**config.mk**
```make
export PLATFORM = sky130hd
export DESIGN_NAME = cfgreg_bank
export DESIGN_NICKNAME = d
export VERILOG_FILES = /design/src/rtl/cfgreg_pkg.sv /design/src/rtl/cfgreg_rst_sync.sv /design/src/rtl/cfgreg_word.sv /design/src/rtl/cfgreg_bank.sv
export SDC_FILE = /design/constraint.sdc
export NUM_CORES = 1
export LEC_CHECK = 0
export BUFFER_PORTS_ARGS = -buffer_cell sky130_fd_sc_hd__buf_2
export CORE_ASPECT_RATIO = 0.9
export CORE_MARGIN = 3
export CORE_UTILIZATION = 44
export CTS_CLUSTER_DIAMETER = 60
export DETAILED_ROUTE_END_ITERATION = 8
export PLACE_DENSITY = 0.78
export SLEW_MARGIN = 40
export SYNTH_ARGS = -nofsm -noshare
export SYNTH_HDL_FRONTEND = slang
export SYNTH_SLANG_ARGS = --single-unit
```
**constraint.sdc**
```tcl
create_clock -name clk -period 3.4 [get_ports clk]
set_input_delay 0.34 -clock clk [delete_from_list [all_inputs] [get_ports clk]]
set_output_delay 0.34 -clock clk [all_outputs]
set_load 0.005 [all_outputs]
```
**src/rtl/cfgreg_pkg.sv**
```systemverilog
package cfgreg_pkg;

  localparam int DW    = 32;
  localparam int LANES = DW / 8;

  // Bit layout repeats every four registers.
  function automatic logic [DW-1:0] rw_mask(input int r);
    case (r % 4)
      0:       rw_mask = 32'h0000_FFFF;
      1:       rw_mask = 32'hFFFF_0000;
      2:       rw_mask = 32'hFFFF_FFFF;
      default: rw_mask = 32'h0000_00FF;
    endcase
  endfunction

  function automatic logic [DW-1:0] clr_mask(input int r);
    clr_mask = ((r % 4) == 1) ? 32'h0000_00FF : 32'h0;
  endfunction

  function automatic logic [DW-1:0] stk_mask(input int r);
    stk_mask = ((r % 4) == 1 || (r % 4) == 3) ? 32'h0000_FF00 : 32'h0;
  endfunction

  function automatic logic [DW-1:0] dflt_val(input int r);
    case (r % 4)
      0:       dflt_val = 32'h00A5_0000;
      2:       dflt_val = 32'h1234_5678;
      3:       dflt_val = 32'h0000_00FF;
      default: dflt_val = 32'h0;
    endcase
  endfunction

endpackage

```
**src/rtl/cfgreg_rst_sync.sv**
```systemverilog
module cfgreg_rst_sync (
  input  logic clk,
  input  logic arst_n,
  output logic srst_n
);
  logic [1:0] stage_q;

  always_ff @(posedge clk or negedge arst_n) begin
    if (!arst_n) stage_q <= 2'b00;
    else         stage_q <= {stage_q[0], 1'b1};
  end

  assign srst_n = stage_q[1];
endmodule

```
**src/rtl/cfgreg_word.sv**
```systemverilog
module cfgreg_word
  import cfgreg_pkg::*;
#(
  parameter int IDX = 0
) (
  input  logic          clk,
  input  logic          hrst_n,
  input  logic          prst_n,
  input  logic          wr_en,
  input  logic [LANES-1:0] be,
  input  logic [DW-1:0] wdata,
  input  logic [DW-1:0] ev,
  output logic [DW-1:0] val
);
  localparam logic [DW-1:0] RW   = rw_mask(IDX);
  localparam logic [DW-1:0] RC   = clr_mask(IDX);
  localparam logic [DW-1:0] ST   = stk_mask(IDX);
  localparam logic [DW-1:0] DEF  = dflt_val(IDX);
  localparam logic [DW-1:0] MAIN = RW | RC;
  localparam logic [DW-1:0] FIX  = ~(RW | RC | ST);

  logic [DW-1:0] q_main, q_stk, d_main, d_stk;
  logic [DW-1:0] lane_m, wsel, wone;
  logic          en_main, en_stk;

  always_comb begin
    for (int k = 0; k < LANES; k++) lane_m[8*k +: 8] = {8{be[k]}};
    wsel    = wr_en ? lane_m : '0;
    wone    = wsel & wdata;
    d_main  = (((q_main & ~wsel) | wone) & RW) | (((q_main & ~wone) | ev) & RC);
    d_stk   = ((q_stk & ~wone) | ev) & ST;
    en_main = wr_en | (|(ev & RC));
    en_stk  = wr_en | (|(ev & ST));
  end

  always_ff @(posedge clk or negedge hrst_n) begin
    if (!hrst_n)      q_main <= DEF & MAIN;
    else if (en_main) q_main <= d_main;
  end

  always_ff @(posedge clk or negedge prst_n) begin
    if (!prst_n)     q_stk <= '0;
    else if (en_stk) q_stk <= d_stk;
  end

  assign val = (q_main & MAIN) | (q_stk & ST) | (DEF & FIX);

  // an event-set bit reads back as 1 after the edge, clear or not
  a_r5_event_wins: assert property (@(posedge clk) disable iff (!hrst_n || !prst_n)
    (|(ev & (RC | ST))) |=> ((val & $past(ev & (RC | ST))) == $past(ev & (RC | ST))));

  // a disabled lane keeps its read/write bits
  for (genvar k = 0; k < LANES; k++) begin : g_lane
    a_r8_lane_hold: assert property (@(posedge clk) disable iff (!hrst_n || !prst_n)
      (wr_en && !be[k]) |=> $stable(val[8*k +: 8] & RW[8*k +: 8]));
  end
endmodule

```
**src/rtl/cfgreg_bank.sv**
```systemverilog
module cfgreg_bank
  import cfgreg_pkg::*;
#(
  parameter int FUNC_W   = 3,
  parameter int ADDR_W   = 6,
  parameter int NUM_REGS = 4
) (
  input  logic                   clk,
  input  logic                   rst_n,
  input  logic                   por_n,
  input  logic                   req,
  input  logic [FUNC_W-1:0]      func,
  input  logic [ADDR_W-1:0]      addr,
  input  logic                   wr,
  input  logic [3:0]             be,
  input  logic [31:0]            wdata,
  input  logic [NUM_REGS*32-1:0] ev_set,
  output logic                   ack,
  output logic [31:0]            rdata
);
  logic hrst_n, prst_n, hard_in_n;
  logic [NUM_REGS-1:0][DW-1:0] vals;
  logic [NUM_REGS-1:0]         wr_hit;
  logic                        hit;
  logic [DW-1:0]               rd_sel, rdata_d;
  logic                        ack_q;
  logic [DW-1:0]               rdata_q;

  assign hard_in_n = rst_n & por_n;

  cfgreg_rst_sync u_hsync (.clk(clk), .arst_n(hard_in_n), .srst_n(hrst_n));
  cfgreg_rst_sync u_psync (.clk(clk), .arst_n(por_n),     .srst_n(prst_n));

  always_comb begin
    hit    = 1'b0;
    rd_sel = '0;
    wr_hit = '0;
    for (int r = 0; r < NUM_REGS; r++) begin
      if (func == '0 && addr == ADDR_W'(r)) begin
        hit       = 1'b1;
        rd_sel    = vals[r];
        wr_hit[r] = req & wr;
      end
    end
    rdata_d = (req && !wr && hit) ? rd_sel : '0;
  end

  for (genvar r = 0; r < NUM_REGS; r++) begin : g_reg
    cfgreg_word #(.IDX(r)) u_word (
      .clk   (clk),
      .hrst_n(hrst_n),
      .prst_n(prst_n),
      .wr_en (wr_hit[r]),
      .be    (be),
      .wdata (wdata),
      .ev    (ev_set[r*DW +: DW]),
      .val   (vals[r])
    );
  end

  always_ff @(posedge clk or negedge hrst_n) begin
    if (!hrst_n) begin
      ack_q   <= 1'b0;
      rdata_q <= '0;
    end else begin
      ack_q   <= req;
      rdata_q <= rdata_d;
    end
  end

  assign ack   = ack_q;
  assign rdata = rdata_q;

  a_r10_ack_follows: assert property (@(posedge clk) disable iff (!hrst_n)
    req |=> ack);
  a_r10_ack_idle: assert property (@(posedge clk) disable iff (!hrst_n)
    !req |=> (!ack && rdata == '0));
  a_r9_undecoded_zero: assert property (@(posedge clk) disable iff (!hrst_n)
    (req && (func != '0 || addr >= ADDR_W'(NUM_REGS))) |=> (ack && rdata == '0));
endmodule

```
==> results_dict.tcl <==
set metrics [dict create \
    outcome "finished, final reports clean" \
    ys_async_sr_fraction_pct 100.0 \
    peakVddDrop_mv 0.3781 \
    ys_ff_latch 133 \
    clkTransAtPathRegs_ps 60 \
    dpl_cell_area_mm2 0.006188 \
    yosys_warnings 0 \
    cp-end-kind "flop" \
    viasPerCell 5.352 \
    postLayoutCellArea_mm2 0.006823 \
    track_usage_pct 20.12 \
    core.rowCount 37 \
    report.final.slew_viol_count 0 \
    hp-class "in -> reg" \
    synth_area_leaders "dfrtp_1 51%, mux2_2 14%, dfstp_2 10%, a21o_1 3.3%, nor4_4 2.7%" \
    drt_first_iter_violations 219 \
    num_vias 3789 \
    dr.pass1.iters 4 \
    ys.flop_type "dfrtp_1" \
    synthTopCellsByCount "112 x dfrtp_1, 67 x mux2_2, 32 x nand2_1" \
    critical_path_class "in -> reg" \
    worstHoldStart "ev_set[32]" \
    yosysMostFrequentCell "dfrtp_1" \
    drtAntennaViolNets 0 \
    syn2layout_area_growth_pct 25.07 \
    initial_core_util_pct 46.39 \
    nets 716 \
    layout.cells.non_filler 708 \
    finalHoldViolCount 0 \
    leakagePower_nw 3.216 \
    synth_top_area_share_pct 51.38 \
    drive_gt1_share_pct 44.46 \
    maxCapViolations 0 \
    chipHeight_um 111.6 \
    clock_skew_ps 7.213 \
    post_cts_resized 0 \
    drt_wl_total_um 13180 \
    io_buffers 106 \
    cts_tree "yes" \
    antenna_found_initial 3 \
    r2r_slack_ps 2120 \
    routedWlPerCell_um 18.61 \
    rsz0062_at_grt "false" \
    cts_buffers 17 \
    tightest_slew_ps 766.6 \
    synth_cell_types 32 \
    ios 211 \
    gp_congestion 0.7813 \
    power_density_mw_per_mm2 534.8 \
    core_area_mm2 0.01176 \
    ys_seq_area_share_pct 61.49 \
    worstHoldEndpoint "g_reg[1].u_word.q_main[0]" \
    crit_required_ps 3730 \
    avgSynthCellArea_um2 12.93 \
    finalSetupTns_ps 0 \
    crit_arrival_ps 2470 \
    period_minus_slack_ps 2137 \
    grt_max_degree 46 \
    die_x_um 123.4 \
    grt_overflow 0 \
    start_kind "input pin" \
    cp_max_fo 17 \
    r2r_cells 2 \
    cts_setup_buffers 0 \
    synth_edf_count 0 \
    finalSetupViolations 0 \
    drc 0 \
    place.detailed.hpwl_um 8912 \
    die_area_mm2 0.01377 \
    htreeDepth 4 \
    slew_headroom_pct 48.89 \
    worstSkewPairLatency_ps 410 \
    netlist_instances 422 \
    synth_top_cell_by_area "dfrtp_1" \
    placed_cells 673 \
    min_path_cells 2 \
    root_buffer "clkbuf_16" \
    cts_sinks 133 \
    grt_pass1_wl_um 21010 \
    cts.path.max_buffers 2 \
    finalCritPeriodShare_pct 62.86 \
    clock.fmax_mhz 467.9 \
    reg2reg_from "u_hsync.stage_q[1]" \
    grt_pass1_vias 4044 \
    synth_area_mm2 0.005455 \
]
-- how the worst max path moves through the flow --
| stage | end | from | slack [ps] |
|---|---|---|---|
| 5_1_grt | flop | addr[0] | 1140 |
| 6_report | flop | addr[0] | 1260 |
| 4_1_cts | flop | addr[0] | 1290 |
| 2_1_floorplan | flop | addr[0] | 1470 |
| 3_3_place_gp | flop | addr[0] | 690 |
| 3_5_place_dp | flop | addr[0] | 840 |
-- cell type report --
type,count,area (um2)
fillers,975,4936
multi-input cells,261,1991
clock inverters,9,123.9
clock buffers,23,488.0
flip-flops and latches,133,3358
well taps,156,195.2
repair buffers,118,638.1
inverters,7,26.28
diodes,1,2.502
-- report_power, final --
part           switching (mW)  leakage [nW]  internal (mW)  total (mW)
Combinational          0.0959          1.28         0.0588       0.155
Sequential             0.0174          1.63           1.60        1.61
Clock                   0.653         0.307           1.23        1.88
-- layout by cell type (no fill, tap or decap), drive strengths merged --
| cell type | netlist | final |
|---|---|---|
| and2 | 16 | 16 |
| clkbuf | 17 | 23 |
| mux2 | 69 | 69 |
| dfstp | 21 | 21 |
| or4 | 1 | 1 |
| conb | 1 | 2 |
| or2 | 1 | 1 |
| nand3b | 1 | 1 |
| nand4 | 3 | 3 |
| dlygate4sd3 | 0 | 2 |
| nor2 | 20 | 20 |
| dfrtp | 112 | 112 |
| nor4 | 8 | 8 |
| o21ai | 4 | 4 |
| or3 | 2 | 2 |
| a21oi | 8 | 8 |
| inv | 7 | 7 |
| and3 | 1 | 1 |
| nand4bb | 2 | 2 |
| nand2 | 32 | 32 |
| nor3 | 18 | 18 |
| a22oi | 12 | 12 |
| clkinv | 0 | 6 |
| a21o | 24 | 24 |
| nor2b | 1 | 1 |
| nand4b | 1 | 1 |
| a211oi | 15 | 15 |
| o22ai | 16 | 16 |
| nand3 | 4 | 4 |
| bufinv | 0 | 3 |
| diode | 0 | 1 |
| buf | 5 | 116 |
-- repair_timing --
action	4_1_cts	5_1_grt
hold buffers	2	0
endpoints found under the hold margin	4	0
endpoints found under the setup margin	0	0
-- critical path, stage by stage --
cell,delay (ps)
buf_2,310
nand4bb_1,590
nor4_4,800
mux2_2,410
-- through the flow --
| step | setup WS (ps) | utilization (%) | power (mW) | hold WS (ps) |
|---|---|---|---|---|
| after floorplan | 1466 | - | 1.706 | 44.41 |
| after global placement | 687.1 | 52.44 | 1.786 | 131.4 |
| after detailed placement | 841.4 | 52.63 | 1.795 | 132.6 |
| after CTS | 1285 | 58.00 | 3.674 | 90.32 |
| after global routing | 1145 | 58.02 | 3.772 | 95.27 |
| final | 1263 | 58.02 | 3.649 | 104.6 |
-- metal layers --
| metal | global-route usage, % | share of wire (%) | up-vias |
|---|---|---|---|
| met5 | 0 | 0.11 | - |
| li1 | - | - | 1743 |
| met3 | 4.977 | 5.9 | 19 |
| met2 | 31.45 | 48 | 111 |
| met4 | 7.528 | 1.5 | 4 |
| met1 | 27.18 | 44 | 1912 |
-- cell families after synthesis --
logic type             after synthesis  share of synthesized area [%]
other                                1                        0.06874
and+or+nand+nor                    111                          12.11
muxes                               69                          14.24
buffers and inverters               29                          2.133
DFF                                133                          61.49
AOI/OAI and AO/OA                   79                          9.954
No activity file was read; power rests on OpenSTA's default activity.
